File: config.mk
export PLATFORM = sky130hd
export DESIGN_NAME = rob_core
export DESIGN_NICKNAME = d
export VERILOG_FILES = /design/src/rtl/rob_pkg.sv /design/src/rtl/rob_arf.sv /design/src/rtl/rob_src_search.sv /design/src/rtl/rob_core.sv
export SDC_FILE = /design/constraint.sdc
export NUM_CORES = 2
export LEC_CHECK = 0
export CAP_MARGIN = 20
export CORE_MARGIN = 3
export CORE_UTILIZATION = 45
export CTS_CLUSTER_SIZE = 20
export DETAILED_ROUTE_END_ITERATION = 8
export DONT_BUFFER_PORTS = 1
export SETUP_SLACK_MARGIN = 0.2
export SYNTH_ARGS = -nofsm -noshare
export SYNTH_HDL_FRONTEND = slang
export SYNTH_SLANG_ARGS = --single-unit
File: constraint.sdc
create_clock -name clk -period 18.35 [get_ports clk]
set_clock_uncertainty 0.1 [all_clocks]
set_input_delay 1.835 -clock clk [delete_from_list [all_inputs] [get_ports clk]]
set_output_delay 1.835 -clock clk [all_outputs]
set_load 0.05 [all_outputs]
File: src/rtl/rob_pkg.sv
package rob_pkg;
  // Default geometry shared by the buffer and its checker.
  localparam int unsigned ROB_DEPTH_DEF = 8;
  localparam int unsigned ROB_NREG_DEF  = 8;
  localparam int unsigned ROB_DATA_DEF  = 16;
  localparam int unsigned ROB_PC_DEF    = 16;
  // Two claim slots, two operands each, two retire slots.
  localparam int unsigned ROB_SLOTS     = 2;
  localparam int unsigned ROB_SRCS      = 2 * ROB_SLOTS;
endpackage

File: src/rtl/rob_arf.sv
module rob_arf #(
  parameter int unsigned NREG   = 8,
  parameter int unsigned DATA_W = 16,
  localparam int unsigned REG_W = $clog2(NREG)
) (
  input  logic                   clk,
  input  logic                   rst_n,
  input  logic [1:0]             we,
  input  logic [1:0][REG_W-1:0]  waddr,
  input  logic [1:0][DATA_W-1:0] wdata,
  output logic [DATA_W-1:0]      regs [NREG]
);
  logic [DATA_W-1:0] regs_n [NREG];

  // Port 1 is the younger retirement and is applied last.
  always_comb begin
    regs_n = regs;
    for (int s = 0; s < 2; s++) begin
      if (we[s]) regs_n[waddr[s]] = wdata[s];
    end
  end

  always_ff @(posedge clk or negedge rst_n) begin
    if (!rst_n) regs <= '{default: '0};
    else if (|we) regs <= regs_n;
  end
endmodule

File: src/rtl/rob_src_search.sv
module rob_src_search #(
  parameter int unsigned DEPTH  = 8,
  parameter int unsigned NREG   = 8,
  parameter int unsigned DATA_W = 16,
  localparam int unsigned PTR_W = $clog2(DEPTH),
  localparam int unsigned REG_W = $clog2(NREG)
) (
  input  logic [REG_W-1:0]  src,
  input  logic [PTR_W-1:0]  head,
  input  logic              e_vld [DEPTH],
  input  logic              e_rdy [DEPTH],
  input  logic [REG_W-1:0]  e_dst [DEPTH],
  input  logic [DATA_W-1:0] e_res [DEPTH],
  input  logic [DATA_W-1:0] rf    [NREG],
  input  logic              grp_hit,
  input  logic [PTR_W-1:0]  grp_tag,
  output logic              rdy,
  output logic [DATA_W-1:0] val,
  output logic [PTR_W-1:0]  tag
);
  logic [PTR_W-1:0] idx;

  // Walk from oldest to youngest; a later match overrides an earlier one.
  always_comb begin
    rdy = 1'b1;
    val = rf[src];
    tag = '0;
    idx = head;
    for (int j = 0; j < DEPTH; j++) begin
      idx = head + PTR_W'(j);
      if (e_vld[idx] && (e_dst[idx] == src)) begin
        rdy = e_rdy[idx];
        val = e_rdy[idx] ? e_res[idx] : '0;
        tag = e_rdy[idx] ? '0 : idx;
      end
    end
    if (grp_hit) begin
      rdy = 1'b0;
      val = '0;
      tag = grp_tag;
    end
  end
endmodule

File: src/rtl/rob_core.sv
module rob_core
  import rob_pkg::*;
#(
  parameter int unsigned DEPTH  = ROB_DEPTH_DEF,
  parameter int unsigned NREG   = ROB_NREG_DEF,
  parameter int unsigned DATA_W = ROB_DATA_DEF,
  parameter int unsigned PC_W   = ROB_PC_DEF,
  localparam int unsigned TAG_W = $clog2(DEPTH),
  localparam int unsigned REG_W = $clog2(NREG)
) (
  input  logic                             clk,
  input  logic                             rst_n,
  input  logic [ROB_SLOTS-1:0]             al_req,
  input  logic [ROB_SLOTS-1:0][PC_W-1:0]   al_pc,
  input  logic [ROB_SLOTS-1:0][REG_W-1:0]  al_dst,
  input  logic [ROB_SRCS-1:0][REG_W-1:0]   al_src,
  output logic [ROB_SLOTS-1:0]             al_gnt,
  output logic [ROB_SLOTS-1:0][TAG_W-1:0]  al_tag,
  output logic [ROB_SRCS-1:0]              op_rdy,
  output logic [ROB_SRCS-1:0][DATA_W-1:0]  op_val,
  output logic [ROB_SRCS-1:0][TAG_W-1:0]   op_tag,
  input  logic [ROB_SLOTS-1:0]             wb_vld,
  input  logic [ROB_SLOTS-1:0][TAG_W-1:0]  wb_tag,
  input  logic [ROB_SLOTS-1:0]             wb_exc,
  input  logic [ROB_SLOTS-1:0][DATA_W-1:0] wb_data,
  output logic [ROB_SLOTS-1:0]             cm_vld,
  output logic [ROB_SLOTS-1:0][REG_W-1:0]  cm_reg,
  output logic [ROB_SLOTS-1:0][DATA_W-1:0] cm_data,
  output logic                             fl_vld,
  output logic [PC_W-1:0]                  fl_pc
);
  localparam int unsigned CNT_W = $clog2(DEPTH + 1);

  logic [TAG_W-1:0] head_q, head_n, tail_q, tail_n, head1, tail1;
  logic [CNT_W-1:0] cnt_q, cnt_n;

  logic              e_vld_q [DEPTH];
  logic              e_vld_n [DEPTH];
  logic              e_rdy_q [DEPTH];
  logic              e_rdy_n [DEPTH];
  logic              e_exc_q [DEPTH];
  logic              e_exc_n [DEPTH];
  logic [PC_W-1:0]   e_pc_q  [DEPTH];
  logic [PC_W-1:0]   e_pc_n  [DEPTH];
  logic [REG_W-1:0]  e_dst_q [DEPTH];
  logic [REG_W-1:0]  e_dst_n [DEPTH];
  logic [DATA_W-1:0] e_res_q [DEPTH];
  logic [DATA_W-1:0] e_res_n [DEPTH];
  logic [DATA_W-1:0] rf      [NREG];

  logic flush, c0, c1, g0, g1;

  // Head and grant decisions from the state at the start of the cycle.
  always_comb begin
    head1 = head_q + TAG_W'(1);
    tail1 = tail_q + TAG_W'(1);
    flush = e_vld_q[head_q] & e_rdy_q[head_q] & e_exc_q[head_q];
    c0    = e_vld_q[head_q] & e_rdy_q[head_q] & ~e_exc_q[head_q];
    c1    = c0 & e_vld_q[head1] & e_rdy_q[head1] & ~e_exc_q[head1];
    g0    = al_req[0] & ~flush & (cnt_q < CNT_W'(DEPTH));
    g1    = al_req[0] & al_req[1] & ~flush & (cnt_q <= CNT_W'(DEPTH - 2));
  end

  assign al_gnt     = {g1, g0};
  assign al_tag[0]  = tail_q;
  assign al_tag[1]  = tail1;
  assign cm_vld     = {c1, c0};
  assign cm_reg[0]  = e_dst_q[head_q];
  assign cm_reg[1]  = e_dst_q[head1];
  assign cm_data[0] = e_res_q[head_q];
  assign cm_data[1] = e_res_q[head1];
  assign fl_vld     = flush;
  assign fl_pc      = flush ? e_pc_q[head_q] : '0;

  // Next state: writeback, retirement and claim touch disjoint slots.
  always_comb begin
    e_vld_n = e_vld_q;
    e_rdy_n = e_rdy_q;
    e_exc_n = e_exc_q;
    e_pc_n  = e_pc_q;
    e_dst_n = e_dst_q;
    e_res_n = e_res_q;
    head_n  = head_q;
    tail_n  = tail_q;
    cnt_n   = cnt_q;
    if (flush) begin
      for (int i = 0; i < DEPTH; i++) begin
        e_vld_n[i] = 1'b0;
        e_rdy_n[i] = 1'b0;
        e_exc_n[i] = 1'b0;
      end
      head_n = '0;
      tail_n = '0;
      cnt_n  = '0;
    end else begin
      for (int w = 0; w < ROB_SLOTS; w++) begin
        if (wb_vld[w] && e_vld_q[wb_tag[w]]) begin
          e_rdy_n[wb_tag[w]] = 1'b1;
          e_exc_n[wb_tag[w]] = wb_exc[w];
          e_res_n[wb_tag[w]] = wb_data[w];
        end
      end
      if (c0) e_vld_n[head_q] = 1'b0;
      if (c1) e_vld_n[head1]  = 1'b0;
      if (g0) begin
        e_vld_n[tail_q] = 1'b1;
        e_rdy_n[tail_q] = 1'b0;
        e_exc_n[tail_q] = 1'b0;
        e_pc_n[tail_q]  = al_pc[0];
        e_dst_n[tail_q] = al_dst[0];
      end
      if (g1) begin
        e_vld_n[tail1] = 1'b1;
        e_rdy_n[tail1] = 1'b0;
        e_exc_n[tail1] = 1'b0;
        e_pc_n[tail1]  = al_pc[1];
        e_dst_n[tail1] = al_dst[1];
      end
      head_n = head_q + TAG_W'(c0) + TAG_W'(c1);
      tail_n = tail_q + TAG_W'(g0) + TAG_W'(g1);
      cnt_n  = cnt_q + CNT_W'(g0) + CNT_W'(g1) - CNT_W'(c0) - CNT_W'(c1);
    end
  end

  // Control state carries reset.
  always_ff @(posedge clk or negedge rst_n) begin
    if (!rst_n) begin
      head_q  <= '0;
      tail_q  <= '0;
      cnt_q   <= '0;
      e_vld_q <= '{default: 1'b0};
      e_rdy_q <= '{default: 1'b0};
      e_exc_q <= '{default: 1'b0};
    end else begin
      head_q  <= head_n;
      tail_q  <= tail_n;
      cnt_q   <= cnt_n;
      e_vld_q <= e_vld_n;
      e_rdy_q <= e_rdy_n;
      e_exc_q <= e_exc_n;
    end
  end

  // Payload is only read behind a live valid bit, so it needs no reset.
  always_ff @(posedge clk) begin
    if (!flush) begin
      e_pc_q  <= e_pc_n;
      e_dst_q <= e_dst_n;
      e_res_q <= e_res_n;
    end
  end

  rob_arf #(.NREG(NREG), .DATA_W(DATA_W)) u_arf (
    .clk   (clk),
    .rst_n (rst_n),
    .we    (cm_vld),
    .waddr (cm_reg),
    .wdata (cm_data),
    .regs  (rf)
  );

  for (genvar s = 0; s < ROB_SRCS; s++) begin : g_src
    logic grp;
    if (s >= ROB_SRCS / 2) begin : g_second
      assign grp = g0 && (al_src[s] == al_dst[0]);
    end else begin : g_first
      assign grp = 1'b0;
    end
    rob_src_search #(.DEPTH(DEPTH), .NREG(NREG), .DATA_W(DATA_W)) u_search (
      .src     (al_src[s]),
      .head    (head_q),
      .e_vld   (e_vld_q),
      .e_rdy   (e_rdy_q),
      .e_dst   (e_dst_q),
      .e_res   (e_res_q),
      .rf      (rf),
      .grp_hit (grp),
      .grp_tag (tail_q),
      .rdy     (op_rdy[s]),
      .val     (op_val[s]),
      .tag     (op_tag[s])
    );
  end
endmodule

==> results.json <==
{
  "status": "complete, no violations",
  "arrival_ps": 7490,
  "slowest_stage": "ha_4",
  "die_width_um": 318,
  "synthCells": 4427,
  "wl_um": 191000,
  "period_share_pct": 51.3,
  "fillers": 8755,
  "cap_violations": 0,
  "initial_core_util_pct": 45.7,
  "gp_congestion": 1.08,
  "drc": 0,
  "final_core_util_pct": 48.9,
  "path_cells": "inv_2 > ha_4 > mux4_2 > nand2_1 > and2_1 > xor2_1 > nand3_1 > mux2i_1 > a2111oi_0 > o21a_1",
  "crit_fanout": 64,
  "start_kind": "flip-flop",
  "syn_avg_cell_area_um2": 9.88,
  "grtUsageMet3_pct": 10.1,
  "post_cts_buffers": 0,
  "cts-resized-gates": 0,
  "coreArea_um2": 95700,
  "vias": 39532,
  "ios": 241,
  "antenna_found_initial": 3,
  "crit_type": "reg2out",
  "synth_area_leaders": "mux4_2 (20%), edfxtp_1 (19%), mux2i_1 (10%)",
  "ys_ff_latch": 442,
  "synth_flop_cell": "edfxtp_1",
  "portBuffers": 0,
  "die_y_um": 318,
  "max_freq_mhz": 106,
  "hpwlAfterDp_um": 134000,
  "synth_edf_count": 280,
  "drt-vias-per-instance": 7.20,
  "insertion_delay_ps": 720,
  "layout_commonest_cell": "nor2_1",
  "layout_common_cells": "nor2_1 (442), mux2i_1 (438), nand2_1 (401), mux4_2 (385), a21oi_1 (341)",
  "setup_ws_ps": 8930,
  "syn_nets": 4541,
  "postCtsHoldBufs": 0,
  "tns_ps": 0,
  "path_buf_inv": 1,
  "numCtsBuffers": 56,
  "yosys_warnings": 0,
  "rsz0062_at_grt": "false",
  "syn_area_um2": 43800,
  "final_nets": 4294,
  "path_delay_family": "compound AO/OA/AOI/OAI gates",
  "finalCriticalPeriod_ps": 9420,
  "die_area_um2": 101000,
  "synth_top_area_cell": "mux4_2",
  "cts_root_buffer": "clkbuf_16",
  "slew_headroom_pct": 17.1,
  "hold_slack_ps": 467,
  "drv_slew": 0,
  "area_growth_pct": 7.08,
  "grt_pass1_wl_um": 274000,
  "grt_max_degree": 163,
  "critPathRequiredTime_ps": 16410,
  "drt_iter0_drc": 5552,
  "drive_above_1_share_pct": 21.0,
  "rows": 113,
  "synthArstFlopShare_pct": 36.7,
  "grt_overflow": 0,
  "grtUsageTotal_pct": 36.6,
  "max_slew.worst_pin.slew_ps": 1230,
  "ant_nets": 0,
  "routedWlPerCell_um": 34.8,
  "ys_seq_area_share_pct": 28.5,
  "reg2reg_setup_slack_ps": 11590,
  "post-place-ws_ps": 9890,
  "synth.distinct_cells": 102,
  "hp-class": "reg2reg",
  "report.final.hold_viol_count": 0,
  "clockBufferDepth": 3,
  "cts_tree": "yes",
  "yosys.area.top_type_share_pct": 19.8,
  "cp_slowest_stage_delay_ps": 990,
  "gr-usage-met1_pct": 47.8,
  "busiest_layer": "met2",
  "clk_pin_slew_ps": 60,
  "worstSetupEndpointType": "output pin",
  "first_global_vias": 37388,
  "htree_levels": 2,
  "cts_sinks": 442,
  "dr.pass1.iters": 6,
  "met2_usage_pct": 56.0,
  "setup_viol_count_final": 0
}
==> sequential cells by signal (all words and copies together), names as in the netlist <==
signal	cells
cnt_q	4
head_q	3
e_dst_q	24
e_exc_q	8
e_res_q	128
e_pc_q	128
u_arf.regs	128
e_vld_q	8
tail_q	3
e_rdy_q	8
==> per-layer routing <==
| layer | vias to the layer above | share of wire [%] | wire, µm |
|---|---|---|---|
| li1 | 16670 | - | - |
| met2 | 2585 | 44 | 85000 |
| met5 | - | 0 | 0 |
| met4 | 0 | 5.9 | 11200 |
| met3 | 536 | 12 | 22000 |
| met1 | 19741 | 38 | 73000 |
==> logic make-up (layout without fill, tap and decap cells) <==
family	Yosys count	in the layout	share of synthesized area (%)
flops	442	442	28.5
compound gates	1186	1186	18.6
other cells	0	1	0
mux	900	900	32.0
simple gates	1206	1206	12.4
buf+inv	580	380	6.03
xor+xnor	95	95	1.96
fa+ha+maj	18	18	0.601
==> Yosys cell counts (all sizes together) (9+ instances only) <==
cell type,instances
xnor2,57
nand4,29
mux2i,451
a311oi,17
nor4,15
a221oi,17
o221ai,23
nand3,74
a22oi,151
and2,24
nand2,404
a211oi,67
buf,254
o311ai,15
a211o,14
o31ai,9
inv,75
xor2,38
a21o,24
clkbuf,247
o211ai,49
nor3,87
a2111oi,20
o2111ai,16
nor2,453
a21oi,349
o22ai,10
nor3b,15
o22a,131
o21ai,166
and3,17
a31o,15
mux2,62
mux4,387
nand2b,28
or3,17
dfrtp,162
a31oi,42
ha,13
edfxtp,280
or2,20
==> metrics by stage <==
step           instance area, µm²  instances
2_1_floorplan               43800       4427
3_3_place_gp                44800       5375
3_5_place_dp                44900       5380
4_1_cts                     46800       5485
5_1_grt                     46900       5492
6_report                    46900       5493
==> worst paths after layout <==
path,start,endpoint,cells past startpoint
max,head_q[0],op_val[59],10
min reg2reg,u_arf.regs[30],u_arf.regs[30],1
max in group asynchronous,rst_n,head_q[1],0
min in group asynchronous,rst_n,u_arf.regs[55],0
max reg2reg,head_q[0],cnt_q[3],15
min,u_arf.regs[30],u_arf.regs[30],1
==> final cells by class <==
class                           count  area, µm²  area share, %
Inverter                           79        297          0.633
Multi-Input combinational cell   3405      29100           62.0
Clock inverter                     22        221          0.473
Tap cell                         1265       1580           3.38
Timing Repair Buffer              196       1580           3.37
Clock buffer                       83       1630           3.49
Sequential cell                   442      12500           26.6
Antenna cell                        1       2.50        0.00534
Power is not shown: default switching activity piles up to over one toggle a cycle in this logic, so the estimate is an artifact.
